[config.mk]
export PLATFORM = sky130hd
export DESIGN_NAME = pcseq_top
export DESIGN_NICKNAME = d
export VERILOG_FILES = /design/src/rtl/pcseq_pkg.sv /design/src/rtl/pcseq_cond.sv /design/src/rtl/pcseq_target.sv /design/src/rtl/pcseq_reg.sv /design/src/rtl/pcseq_top.sv
export SDC_FILE = /design/constraint.sdc
export NUM_CORES = 1
export LEC_CHECK = 0
export CORE_MARGIN = 1
export CORE_UTILIZATION = 43
export CTS_CLUSTER_SIZE = 14
export DETAILED_ROUTE_END_ITERATION = 8
export GPL_TIMING_DRIVEN = 0
export PLACE_DENSITY = 0.74
export SETUP_SLACK_MARGIN = 0.2
export SLEW_MARGIN = 20
export SYNTH_ARGS = -nofsm -noshare
export SYNTH_HDL_FRONTEND = slang
export SYNTH_HIERARCHICAL = 1
export SYNTH_SLANG_ARGS = --single-unit
export TNS_END_PERCENT = 1
[constraint.sdc]
create_clock -name clk -period 2.3 [get_ports clk]
set_clock_uncertainty 0.1 [all_clocks]
set_input_delay 0.69 -clock clk [delete_from_list [all_inputs] [get_ports clk]]
set_output_delay 0.69 -clock clk [all_outputs]
set_load 0.03 [all_outputs]
[src/rtl/pcseq_pkg.sv]
package pcseq_pkg;
  localparam int KIND_W = 3;

  typedef enum logic [KIND_W-1:0] {
    JK_NONE   = 3'd0,
    JK_ALWAYS = 3'd1,
    JK_EQ     = 3'd2,
    JK_ABOVE  = 3'd3,
    JK_BELOW  = 3'd4,
    JK_AE     = 3'd5,
    JK_BE     = 3'd6,
    JK_RSVD   = 3'd7
  } jump_kind_e;
endpackage

[src/rtl/pcseq_cond.sv]
// Decides whether the selected jump rule is satisfied by the flag pair.
module pcseq_cond
  import pcseq_pkg::*;
(
  input  jump_kind_e kind,
  input  logic       zf,
  input  logic       cf,
  output logic       take
);
  always_comb begin
    case (kind)
      JK_ALWAYS: take = 1'b1;
      JK_EQ:     take = zf & ~cf;
      JK_ABOVE:  take = ~zf & ~cf;
      JK_BELOW:  take = ~zf & cf;
      JK_AE:     take = ~cf;
      JK_BE:     take = cf | zf;
      default:   take = 1'b0;   // none and unused code fall through
    endcase
  end
endmodule

[src/rtl/pcseq_target.sv]
// Forms the sequential address and the relative jump address.
module pcseq_target #(
  parameter int ADDR_W = 10,
  parameter int OFS_W  = 8
) (
  input  logic [ADDR_W-1:0] pc,
  input  logic [OFS_W-1:0]  ofs,
  output logic [ADDR_W-1:0] seq,
  output logic [ADDR_W-1:0] tgt
);
  logic [ADDR_W-1:0] ofs_ext;

  generate
    if (OFS_W >= ADDR_W) begin : g_trunc
      assign ofs_ext = ofs[ADDR_W-1:0];
    end else begin : g_sext
      localparam int PAD_W = ADDR_W - OFS_W;
      assign ofs_ext = {{PAD_W{ofs[OFS_W-1]}}, ofs};
    end
  endgenerate

  assign seq = pc + ADDR_W'(1);
  assign tgt = seq + ofs_ext;
endmodule

[src/rtl/pcseq_reg.sv]
// Address register with the sequential / jump select.
module pcseq_reg #(
  parameter int                ADDR_W   = 10,
  parameter logic [ADDR_W-1:0] RESET_PC = '0
) (
  input  logic              clk,
  input  logic              rst_n,
  input  logic              we,
  input  logic              take,
  input  logic [ADDR_W-1:0] seq,
  input  logic [ADDR_W-1:0] tgt,
  output logic [ADDR_W-1:0] pc
);
  logic [ADDR_W-1:0] pc_nxt;

  assign pc_nxt = take ? tgt : seq;

  always_ff @(posedge clk) begin
    if (!rst_n)  pc <= RESET_PC;
    else if (we) pc <= pc_nxt;
  end
endmodule

[src/rtl/pcseq_top.sv]
module pcseq_top
  import pcseq_pkg::*;
#(
  parameter int ADDR_W = 10,
  parameter int OFS_W  = 8
) (
  input  logic              clk,
  input  logic              rst_n,
  input  logic              pc_we,
  input  logic [KIND_W-1:0] jmp_kind,
  input  logic [OFS_W-1:0]  jmp_ofs,
  input  logic              flag_z,
  input  logic              flag_c,
  output logic [ADDR_W-1:0] pc_addr
);
  jump_kind_e        kind;
  logic              take;
  logic [ADDR_W-1:0] seq_addr;
  logic [ADDR_W-1:0] tgt_addr;

  assign kind = jump_kind_e'(jmp_kind);

  pcseq_cond u_cond (
    .kind (kind),
    .zf   (flag_z),
    .cf   (flag_c),
    .take (take)
  );

  pcseq_target #(.ADDR_W(ADDR_W), .OFS_W(OFS_W)) u_target (
    .pc  (pc_addr),
    .ofs (jmp_ofs),
    .seq (seq_addr),
    .tgt (tgt_addr)
  );

  pcseq_reg #(.ADDR_W(ADDR_W), .RESET_PC('0)) u_reg (
    .clk   (clk),
    .rst_n (rst_n),
    .we    (pc_we),
    .take  (take),
    .seq   (seq_addr),
    .tgt   (tgt_addr),
    .pc    (pc_addr)
  );
endmodule

==> flow_metrics.env, run 1 <==
export IMPL_dr_total_vias=1081
export IMPL_status="finished with violations"
export IMPL_top_register="u_reg/pc"
export IMPL_relSlewSlack=0.731
export IMPL_synthXorXnorAreaFrac=0.150
export IMPL_critPathSlowestCell="dfxtp_4"
export IMPL_cp_cell_sequence="nand4_1 > or2_4 > xnor2_2 > ha_1 > a21oi_1 > o21ai_1 > a41o_1 > a21oi_2 > xnor2_1 > mux2i_1 > a21oi_1"
export IMPL_synth_top_family_by_area="compound AO/OA/AOI/OAI gates"
export IMPL_r2r_start="u_reg/pc[1]"
export IMPL_finalMaxSlewViolations=0
export IMPL_synth_area_top_cells="dfxtp_1, ha_1, mux2i_1, xnor2_1, a21oi_1"
export IMPL_port_buffers=24
export IMPL_crit_path_end_kind="flop"
export IMPL_final_core_util=0.747
export IMPL_drive_gt1_frac=0.333
export IMPL_async_reset_ff_frac=0
export IMPL_criticalPathCategory="flop to flop"
export IMPL_synthToLayoutAreaGrowth_pct=64.7
export IMPL_ys_warn_count=6
export IMPL_syn_area_per_cell_um2=8.08
export IMPL_setup_viol=3
export IMPL_clkLatencyLatePin_ns=0.27
export IMPL_cp_required_ns=2.34
export IMPL_whs_ns=0.455
export IMPL_rsz0062_at_grt="true"
export IMPL_reg_top3="u_reg/pc x10"
export IMPL_ys_top_cells_by_count="a21oi_1, o21ai_0, xnor2_1"
export IMPL_synth_edf_count=0
export IMPL_cts_sink_count=10
export IMPL_holdBufCountCts=0
export IMPL_setup_ws_ns=-0.246
export IMPL_clock_path_buffers=2
export IMPL_ys_ff_latch=10
export IMPL_cp_common_cell="a21oi_1"
export IMPL_pre_cts_ws_ns=-0.646
export IMPL_holdCritPathClass="flop to flop"
export IMPL_drt_iter0_drc=18
export IMPL_hold_path_end="u_reg/pc[8]"
export IMPL_final_cells=196
export IMPL_synthAdderAreaFrac=0.146
export IMPL_start_util=0.453
export IMPL_synth_nets=150
export IMPL_rows=17
export IMPL_die_w_um=50.1
export IMPL_netlist_instances=123
export IMPL_avgViaCountPerCell=5.52
export IMPL_fmax_ghz=0.393
export IMPL_path_clk_slew_ns=0.06
export IMPL_hp_start="u_reg/pc[8]"
export IMPL_synth_compound_area_share=0.215
export IMPL_gp_congestion=0.793
export IMPL_drtAntennaViolNets=0
export IMPL_die_h_um=50.1
export IMPL_yosysUniqueCellTypes=30
export IMPL_cts_buffers=3
export IMPL_maxCapViolCount=0
export IMPL_grt_pass1_vias=1090
export IMPL_r2r_cells=11
export IMPL_worst_slew_pin_slew_ns=0.404
export IMPL_hold_path_depth=2
export IMPL_path_max_fanout=5
export IMPL_failed_checks="negative setup slack"
export IMPL_avgRoutedWirePerCell_um=14.5
export IMPL_muxShareOfSynthArea=0.101
export IMPL_num_antenna_cells=0
export IMPL_largest_reg_flops=10
export IMPL_grt_max_degree=11
export IMPL_wl_um=2850
export IMPL_grt_total_usage=0.235
export IMPL_synth_flop_cell="dfxtp_1"
export IMPL_h_tree_depth=1
export IMPL_netlist_area_leader_share=0.202
export IMPL_drcViolationCount=0
export IMPL_num_io_pins=26
export IMPL_tritoncts="done"
export IMPL_grt_pass1_wl_um=4530
export IMPL_p_leak_nw=0.737
export IMPL_antenna_found_initial=0
export IMPL_placed_cells=175
export IMPL_fin_crit_sh=1.11
export IMPL_yosysMostFrequentCell="a21oi_1"
export IMPL_startpoint_type="flop"
export IMPL_yosys_area_top_type="dfxtp_1"
export IMPL_hold_violations=0
export IMPL_cp_data_arrival_time_ns=2.58
export IMPL_slowest_delay_ns=0.37
export IMPL_period_needed_ns=2.55
export IMPL_r2r_slack_ns=-0.25
export IMPL_fin_nets=196
export IMPL_cts_root_buf="clkbuf_4"
export IMPL_synth_area_um2=993
export IMPL_r2r_end="u_reg/pc[9]"
export IMPL_dp_hpwl_um=1810
export IMPL_p_per_area_nw_per_um2=506
export IMPL_ir_drop_v=0.000450
export IMPL_core_um2=2190
export IMPL_die_area_um2=2510
export IMPL_overflow=0
export IMPL_synthSimpleGateAreaFrac=0.132
export IMPL_drt_first_pass_iters=4
export IMPL_yosysSeqAreaShare=0.202
## cell families after synthesis
logic type / Yosys count
compound gates: 38
xor+xnor: 17
fa+ha+maj: 11
buf+inv: 12
flops: 10
mux: 10
simple gates: 25
## timing repair
item	4_1_cts	5_1_grt
endpoints found under the setup margin	18	12
resized for setup	41	11
buffers inserted	16	1
pin swaps	19	17
## power by group
part / internal [mW] / switching, mW / total [mW]
Clock: 0.0671 / 0.0594 / 0.127
Sequential: 0.194 / 0.0247 / 0.218
Combinational: 0.237 / 0.246 / 0.483
Total: 0.498 / 0.330 / 0.828
## through the flow
step | TNS [ns] | power, mW | cell area, µm²
detailed placement | -3.35 | 0.596 | 1300
global route | -0.909 | 0.876 | 1640
global placement | -3.02 | 0.586 | 1300
CTS | -0.492 | 0.788 | 1570
floorplan | -0.272 | 0.482 | 1030
finish | -0.541 | 0.828 | 1640
## critical path: cells and delay by family (launching register included)
family | cells | cell delay (ns)
AOI/OAI and AO/OA | 5 | 0.73
xor gates and xnor gates | 2 | 0.23
adders and majority gates | 1 | 0.35
DFF | 1 | 0.37
muxes | 1 | 0.17
and+or+nand+nor | 2 | 0.46
## cell type report
cell class / count / area, µm²
multi-input cells: 101 / 943
fillers: 160 / 554
repair buffers: 41 / 362
flip-flops and latches: 10 / 216
well taps: 28 / 35.0
inverters: 9 / 33.8
clock buffers: 4 / 26.3
plain buffers: 3 / 20.0
## layout by cell type, fill, tap and decap left out, types with 2 or more instances in the layout
cell / n
dfxtp_4: 4
xor2_1: 5
clkdlybuf4s50_1: 7
nor2_1: 4
mux2i_1: 9
ha_4: 6
clkbuf_1: 2
o21ai_1: 3
xnor2_1: 9
ha_1: 3
dlymetal6s2s_1: 4
a21oi_2: 5
clkbuf_4: 3
nor3_1: 2
inv_1: 7
o21ai_0: 10
dfxtp_1: 5
inv_2: 2
nand3_1: 4
buf_4: 17
dlygate4sd2_1: 13
nand2_1: 4
a21oi_1: 12
## metal layers
layer | global-route usage | routed length (µm) | vias to the layer above
li1 | - | - | 533
met1 | 0.275 | 1250 | 519
met2 | 0.422 | 1470 | 25
met3 | 0.0247 | 95 | 4
met4 | 0.100 | 25 | 0
met5 | 0 | 0 | -
## how the worst max path moves through the flow
stage	slack (ns)	from	endpoint
after floorplan	-0.19	u_reg/pc[0]	u_reg/pc[9]
after global placement	-0.62	jmp_ofs[0]	u_reg/pc[8]
after detailed placement	-0.65	jmp_ofs[0]	u_reg/pc[8]
after CTS	-0.20	u_reg/pc[0]	u_reg/pc[9]
after global routing	-0.36	u_reg/pc[1]	u_reg/pc[9]
final	-0.25	u_reg/pc[1]	u_reg/pc[9]
Power figures use the tool's default switching activity.
==> inputs of run 2 (changes only) <==
CORE_UTILIZATION = 56   (was 43)
DONT_BUFFER_PORTS = 1   (was not set)
PLACE_DENSITY = 0.73   (was 0.74)
==> run 2 against run 1 <==
Compared with the run above:
- the run ends with design-rule violations, negative setup slack left
- setup slack worse by 0.13 ns
- sequential share of layout area is 4.0 points higher
- clock power is 19% higher
- non-clock buffer count is 29 lower
- worst hold slack worse by 0.0017 ns
- sequential power is 21% higher
- design area is 22% lower
- maximum frequency is 5.0% lower
- clock-buffer cell count stayed put
- critical path type unchanged
- largest cell class unchanged
- largest power group unchanged
==> flow_metrics.env, run 2 (synthesized netlist as in run 1, its figures left out) <==
export IMPL_status="finished with violations"
export IMPL_failed_checks="design-rule violations, negative setup slack"
export IMPL_top_register="u_reg/pc"
export IMPL_port_buffers=0
export IMPL_grt_total_usage=0.287
export IMPL_placed_cells=139
export IMPL_dp_hpwl_um=1690
export IMPL_grt_max_degree=11
export IMPL_clkLatencyLatePin_ns=0.26
export IMPL_dr_max_layer_used="met4"
export IMPL_largest_reg_flops=10
export IMPL_criticalPathCategory="flop to flop"
export IMPL_wl_um=2670
export IMPL_tritoncts="done"
export IMPL_relSlewSlack=0.619
export IMPL_grt_pass1_vias=967
export IMPL_avgViaCountPerCell=6.34
export IMPL_drcViolationCount=1
export IMPL_final_cell_mix="a21oi_1, o21ai_0, mux2i_1, xnor2_1"
export IMPL_maxCapViolCount=0
export IMPL_hold_path_end="u_reg/pc[5]"
export IMPL_hp_start="rst_n"
export IMPL_drtAntennaViolNets=0
export IMPL_power_mw=0.747
export IMPL_cp_required_ns=2.39
export IMPL_core_um2=1580
export IMPL_crit_path_end_kind="flop"
export IMPL_holdBufCountCts=0
export IMPL_cp_data_arrival_time_ns=2.77
export IMPL_wl_met3_um=129
export IMPL_cts_root_buf="clkbuf_4"
export IMPL_setup_viol=5
export IMPL_r2r_end="u_reg/pc[9]"
export IMPL_p_seq_frac=0.354
export IMPL_drt_iter0_drc=36
export IMPL_die_h_um=44.1
export IMPL_dr_wl_met2_um=1310
export IMPL_switching_share=0.403
export IMPL_p_comb_frac=0.444
export IMPL_holdCritPathClass="primary input to flop"
export IMPL_reg_top3="u_reg/pc x10"
export IMPL_p_leak_nw=0.546
export IMPL_crit_buf_inv=0
export IMPL_nFillCells=99
export IMPL_ir_drop_v=0.000621
export IMPL_worst_slew_pin_slew_ns=0.571
export IMPL_period_needed_ns=2.68
export IMPL_rsz0062_at_grt="true"
export IMPL_r2r_start="u_reg/pc[3]"
export IMPL_critPathSlowestCell="dfxtp_4"
export IMPL_hold_path_depth=2
export IMPL_gp_congestion=0.807
export IMPL_num_io_pins=26
export IMPL_startpoint_type="flop"
export IMPL_path_clk_slew_ns=0.06
export IMPL_num_antenna_cells=0
export IMPL_synthToLayoutAreaGrowth_pct=28.3
export IMPL_final_cells=155
export IMPL_p_per_area_nw_per_um2=586
export IMPL_dr_total_vias=983
export IMPL_fin_crit_sh=1.16
export IMPL_finalMaxSlewViolations=0
export IMPL_cp_cell_sequence="nand4_1 > or2_4 > xnor2_1 > ha_1 > a21oi_1 > o21ai_1 > a41o_1 > a21oi_2 > xnor2_1 > mux2i_1 > a21oi_1"
export IMPL_slowest_delay_ns=0.44
export IMPL_pwr_share_clk=0.203
export IMPL_rows=14
export IMPL_die_w_um=44.1
export IMPL_start_util=0.630
export IMPL_overflow=0
export IMPL_clock_path_buffers=2
export IMPL_wl_met1_um=1150
export IMPL_r2r_slack_ns=-0.38
export IMPL_path_delay_family="compound AO/OA/AOI/OAI gates"
export IMPL_grt_pass1_wl_um=4080
export IMPL_p_int_mw=0.446
export IMPL_antenna_found_initial=0
export IMPL_avgRoutedWirePerCell_um=17.2
export IMPL_h_tree_depth=1
export IMPL_fin_nets=167
export IMPL_r2r_cells=11
export IMPL_cts_buffers=3
export IMPL_cts_sink_count=10
export IMPL_die_area_um2=1950
export IMPL_drt_first_pass_iters=9
export IMPL_path_max_fanout=5
export IMPL_setup_ws_ns=-0.379
export IMPL_final_common_cell="a21oi_1"
export IMPL_hold_violations=0
export IMPL_drive_gt1_frac=0.273
export IMPL_fmax_ghz=0.373
export IMPL_power_switching_mw=0.301
-- run 2: changes by cell type in the layout (fill, tap and decap cells not counted), sizes merged --
cell	previous run	this run
clkdlybuf4s50	7	0
buf	19	14
dlygate4sd2	13	0
dlymetal6s2s	4	0
-- run 2: final cells by class --
type	count	area, µm²	area share
flip-flops and latches	10	220	0.173
multi-input cells	101	843	0.661
plain buffers	3	20.0	0.0157
repair buffers	12	101	0.0795
clock buffers	4	36.3	0.0285
well taps	16	20.0	0.0157
inverters	9	33.8	0.0265
-- run 2: repair_timing --
item                       in CTS  in global routing
gates resized for setup        18                  4
buffers inserted               11                  1
pin swaps                      13                  5
cloned                          0                  0
setup endpoints to repair       6                  7
-- run 2: worst max-delay path by stage --
| stage | start | to | slack, ns | depth (start not counted) |
|---|---|---|---|---|
| 3_3_place_gp | u_reg/pc[1] | u_reg/pc[9] | -0.38 | 12 |
| 5_1_grt | u_reg/pc[3] | u_reg/pc[9] | -0.51 | 11 |
| 2_1_floorplan | u_reg/pc[0] | u_reg/pc[9] | -0.19 | 12 |
| 6_report | u_reg/pc[3] | u_reg/pc[9] | -0.38 | 11 |
| 3_5_place_dp | u_reg/pc[2] | u_reg/pc[9] | -0.45 | 12 |
| 4_1_cts | u_reg/pc[2] | u_reg/pc[9] | -0.29 | 12 |
-- run 2: stage by stage --
stage / setup TNS [ns] / utilization / setup WS (ns) / area (µm²) / hold WS (ns)
after CTS: -0.696 / 0.792 / -0.287 / 1250 / 0.446
after global routing: -1.60 / 0.809 / -0.506 / 1270 / 0.441
after detailed placement: -1.32 / 0.663 / -0.450 / 1050 / 0.505
after floorplan: -0.272 / - / -0.193 / 1030 / 0.489
final: -1.08 / 0.809 / -0.379 / 1270 / 0.454
after global placement: -0.978 / 0.663 / -0.384 / 1050 / 0.501
-- run 2: power groups by stage --
stage | logic [mW] | clock network (mW) | registers, mW
2_1_floorplan | 0.227 | 0 | 0.256
3_3_place_gp | 0.262 | 0 | 0.261
3_5_place_dp | 0.274 | 0 | 0.262
4_1_cts | 0.309 | 0.157 | 0.263
5_1_grt | 0.357 | 0.168 | 0.268
6_report | 0.331 | 0.151 | 0.264
-- run 2: per-layer routing --
metal / vias up / GRT usage
li1: 477 / -
met1: 462 / 0.337
met2: 36 / 0.476
met3: 8 / 0.0367
met4: 0 / 0.206
met5: - / 0
==> inputs of run 3 (changes only) <==
ABC_AREA = 1   (was not set)
CORE_UTILIZATION = 57   (was 56)
PLACE_DENSITY = 0.74   (was 0.73)
REMOVE_ABC_BUFFERS = 1   (was not set)
==> run 3 against run 2 <==
Compared with the run above:
- the run ends with negative setup slack left
- sequential share of layout area fell by 1.7 points
- power is 2.5% lower
- wire length grew 3.6%
- sequential cell count is the same
- critical path depth rose by 7
- die area rose by 20%
- cell count up 55%
- maximum frequency grew 11%
- combinational power decreased by 4%
- via count is 26% higher
- worst hold slack gained 0.047 ns
- sequential power fell by 4%
- critical endpoint unchanged
==> flow_metrics.env, run 3 <==
export IMPL_ir_drop_v=0.000505
export IMPL_worst_slew_pin_slew_ns=0.444
export IMPL_p_per_area_nw_per_um2=502
export IMPL_die_h_um=48.4
export IMPL_avgViaCountPerCell=5.17
export IMPL_yosysSeqAreaShare=0.163
export IMPL_path_max_fanout=5
export IMPL_synth_area_top_cells="nand2_1, dfxtp_1, inv_1, ha_1, xor2_1"
export IMPL_grt_max_degree=21
export IMPL_failed_checks="negative setup slack"
export IMPL_final_seq_area_um2=226
export IMPL_dr_total_vias=1241
export IMPL_fin_nets=241
export IMPL_num_io_pins=26
export IMPL_place_area_um2=1240
export IMPL_cp_data_arrival_time_ns=2.48
export IMPL_ys_ff_latch=10
export IMPL_avgRoutedWirePerCell_um=11.5
export IMPL_final_cell_mix="nand2_1, inv_1, nor2_1"
export IMPL_core_um2=2000
export IMPL_gp_congestion=0.830
export IMPL_drcViolationCount=0
export IMPL_die_w_um=48.4
export IMPL_async_reset_ff_frac=0
export IMPL_port_buffers=0
export IMPL_path_clk_slew_ns=0.07
export IMPL_fin_crit_sh=1.05
export IMPL_clock_path_buffers=2
export IMPL_grt_pass1_vias=1195
export IMPL_ys_warn_count=6
export IMPL_grt_total_usage=0.242
export IMPL_multi_input_area_um2=977
export IMPL_yosys_area_top_type="nand2_1"
export IMPL_busiest_layer="met2"
export IMPL_grt_pass1_wl_um=4600
export IMPL_relSlewSlack=0.704
export IMPL_drt_iter0_drc=17
export IMPL_crit_path_end_kind="flop"
export IMPL_criticalPathCategory="flop to flop"
export IMPL_overflow=0
export IMPL_pre_cts_ws_ns=-0.579
export IMPL_placed_cells=232
export IMPL_drt_first_pass_iters=4
export IMPL_final_cells=240
export IMPL_setup_viol=4
export IMPL_synthToLayoutAreaGrowth_pct=18.1
export IMPL_period_needed_ns=2.41
export IMPL_drtAntennaViolNets=0
export IMPL_clkLatencyLatePin_ns=0.27
export IMPL_final_common_cell="nand2_1"
export IMPL_drive_gt1_frac=0.230
export IMPL_met3_usage=0.0755
export IMPL_top_register="u_reg/pc"
export IMPL_yosysUniqueCellTypes=26
export IMPL_netlist_instances=208
export IMPL_rsz0062_at_grt="true"
export IMPL_cts_root_buf="clkbuf_4"
export IMPL_syn_area_per_cell_um2=5.90
export IMPL_maxCapViolCount=0
export IMPL_reg_top3="u_reg/pc x10"
export IMPL_startpoint_type="flop"
export IMPL_grt_use_met2=0.486
export IMPL_cts_buffers=3
export IMPL_use_met1=0.253
export IMPL_design_area_um2=1450
export IMPL_wl_um=2760
export IMPL_ys_top_cells_by_count="nand2_1, inv_1, nor2_1, nand3_1, xor2_1"
export IMPL_status="finished with violations"
export IMPL_setup_ws_ns=-0.115
export IMPL_start_util=0.613
export IMPL_rows=16
export IMPL_synth_flop_cell="dfxtp_1"
export IMPL_h_tree_depth=1
export IMPL_finalMaxSlewViolations=0
export IMPL_netlist_area_leader_share=0.187
export IMPL_yosysMostFrequentCell="nand2_1"
export IMPL_num_antenna_cells=0
export IMPL_nFillCells=177
export IMPL_largest_reg_flops=10
export IMPL_synth_area_um2=1230
export IMPL_dp_hpwl_um=2030
export IMPL_tritoncts="done"
export IMPL_cts_sink_count=10
export IMPL_cp_required_ns=2.37
export IMPL_synth_edf_count=0
export IMPL_fmax_ghz=0.414
export IMPL_antenna_found_initial=0
export IMPL_p_leak_nw=0.798
export IMPL_whs_ns=0.501
export IMPL_die_area_um2=2340
export IMPL_hold_violations=0
export IMPL_holdCritPathClass="primary input to flop"
## run 3: changes by cell type in the layout (fill, tap and decap cells not counted), moves of 14 or more
cell / previous run / this run
inv_1: 9 / 34
nand3_1: 4 / 18
nand2_1: 4 / 56
nor2_1: 5 / 23
## run 3: cells by family (layout without fill, tap and decap cells)
family	after synthesis	after routing	share of synthesized area
buffers and inverters	42	47	0.139
adder cells (fa/ha/maj)	11	11	0.118
AO/OA/AOI/OAI	12	12	0.0571
flip-flops	10	10	0.163
XOR/XNOR	13	13	0.0928
AND/OR/NAND/NOR	120	120	0.430
## run 3: cell type report
cell class	count	area share
Multi-Input combinational cell	156	0.674
Sequential cell	10	0.156
Inverter	39	0.101
Clock buffer	4	0.0250
Tap cell	27	0.0233
Timing Repair Buffer	4	0.0207
## run 3: per-layer routing
metal,share of wire,up-vias
met1,0.41,559
met2,0.53,32
met4,0.0051,0
met3,0.052,2
met5,0,-
li1,-,648
## run 3: where the power goes
group          leakage, nW  switching, mW  total, mW  internal [mW]
registers           0.0873         0.0614      0.253          0.191
clock network       0.0210         0.0612      0.157         0.0962
logic                0.690          0.183      0.318          0.135
## run 3: critical path, stage by stage (launching register included)
cell     delay [ns]
dfxtp_4        0.45
ha_4           0.17
nand2_4        0.06
nor2_4         0.13
nand4_1        0.11
xor2_1         0.19
inv_2          0.08
ha_4           0.29
nand2_4        0.06
nor2_4         0.11
nand2_2        0.06
nor2_4         0.10
nor2_4         0.05
nand3_1        0.06
nand2_1        0.05
nand2_1        0.07
nand3_1        0.08
nand2_1        0.06
inv_1          0.03
## run 3: what timing repair did
item                       CTS  global route
hold buffers                 0             0
buffers inserted             3             1
resized for setup           21            20
setup endpoints to repair    7             7
pin swaps                   18            14
## run 3: worst paths after layout
check,startpoint,cells after the start,slack (ns),end
worst max-delay path,u_reg/pc[0],18,-0.11,u_reg/pc[9]
worst min-delay path,pc_we,3,0.50,u_reg/pc[9]
worst max register to register,u_reg/pc[0],18,-0.11,u_reg/pc[9]
worst min register to register,u_reg/pc[4],4,0.56,u_reg/pc[4]
## run 3: metrics by stage
| step | total power [mW] | TNS, ns | util |
|---|---|---|---|
| 2_1_floorplan | 0.471 | -0.828 | - |
| 3_3_place_gp | 0.511 | -1.85 | 0.618 |
| 3_5_place_dp | 0.518 | -1.99 | 0.618 |
| 4_1_cts | 0.700 | -0.396 | 0.684 |
| 5_1_grt | 0.789 | -0.997 | 0.724 |
| 6_report | 0.728 | -0.254 | 0.724 |
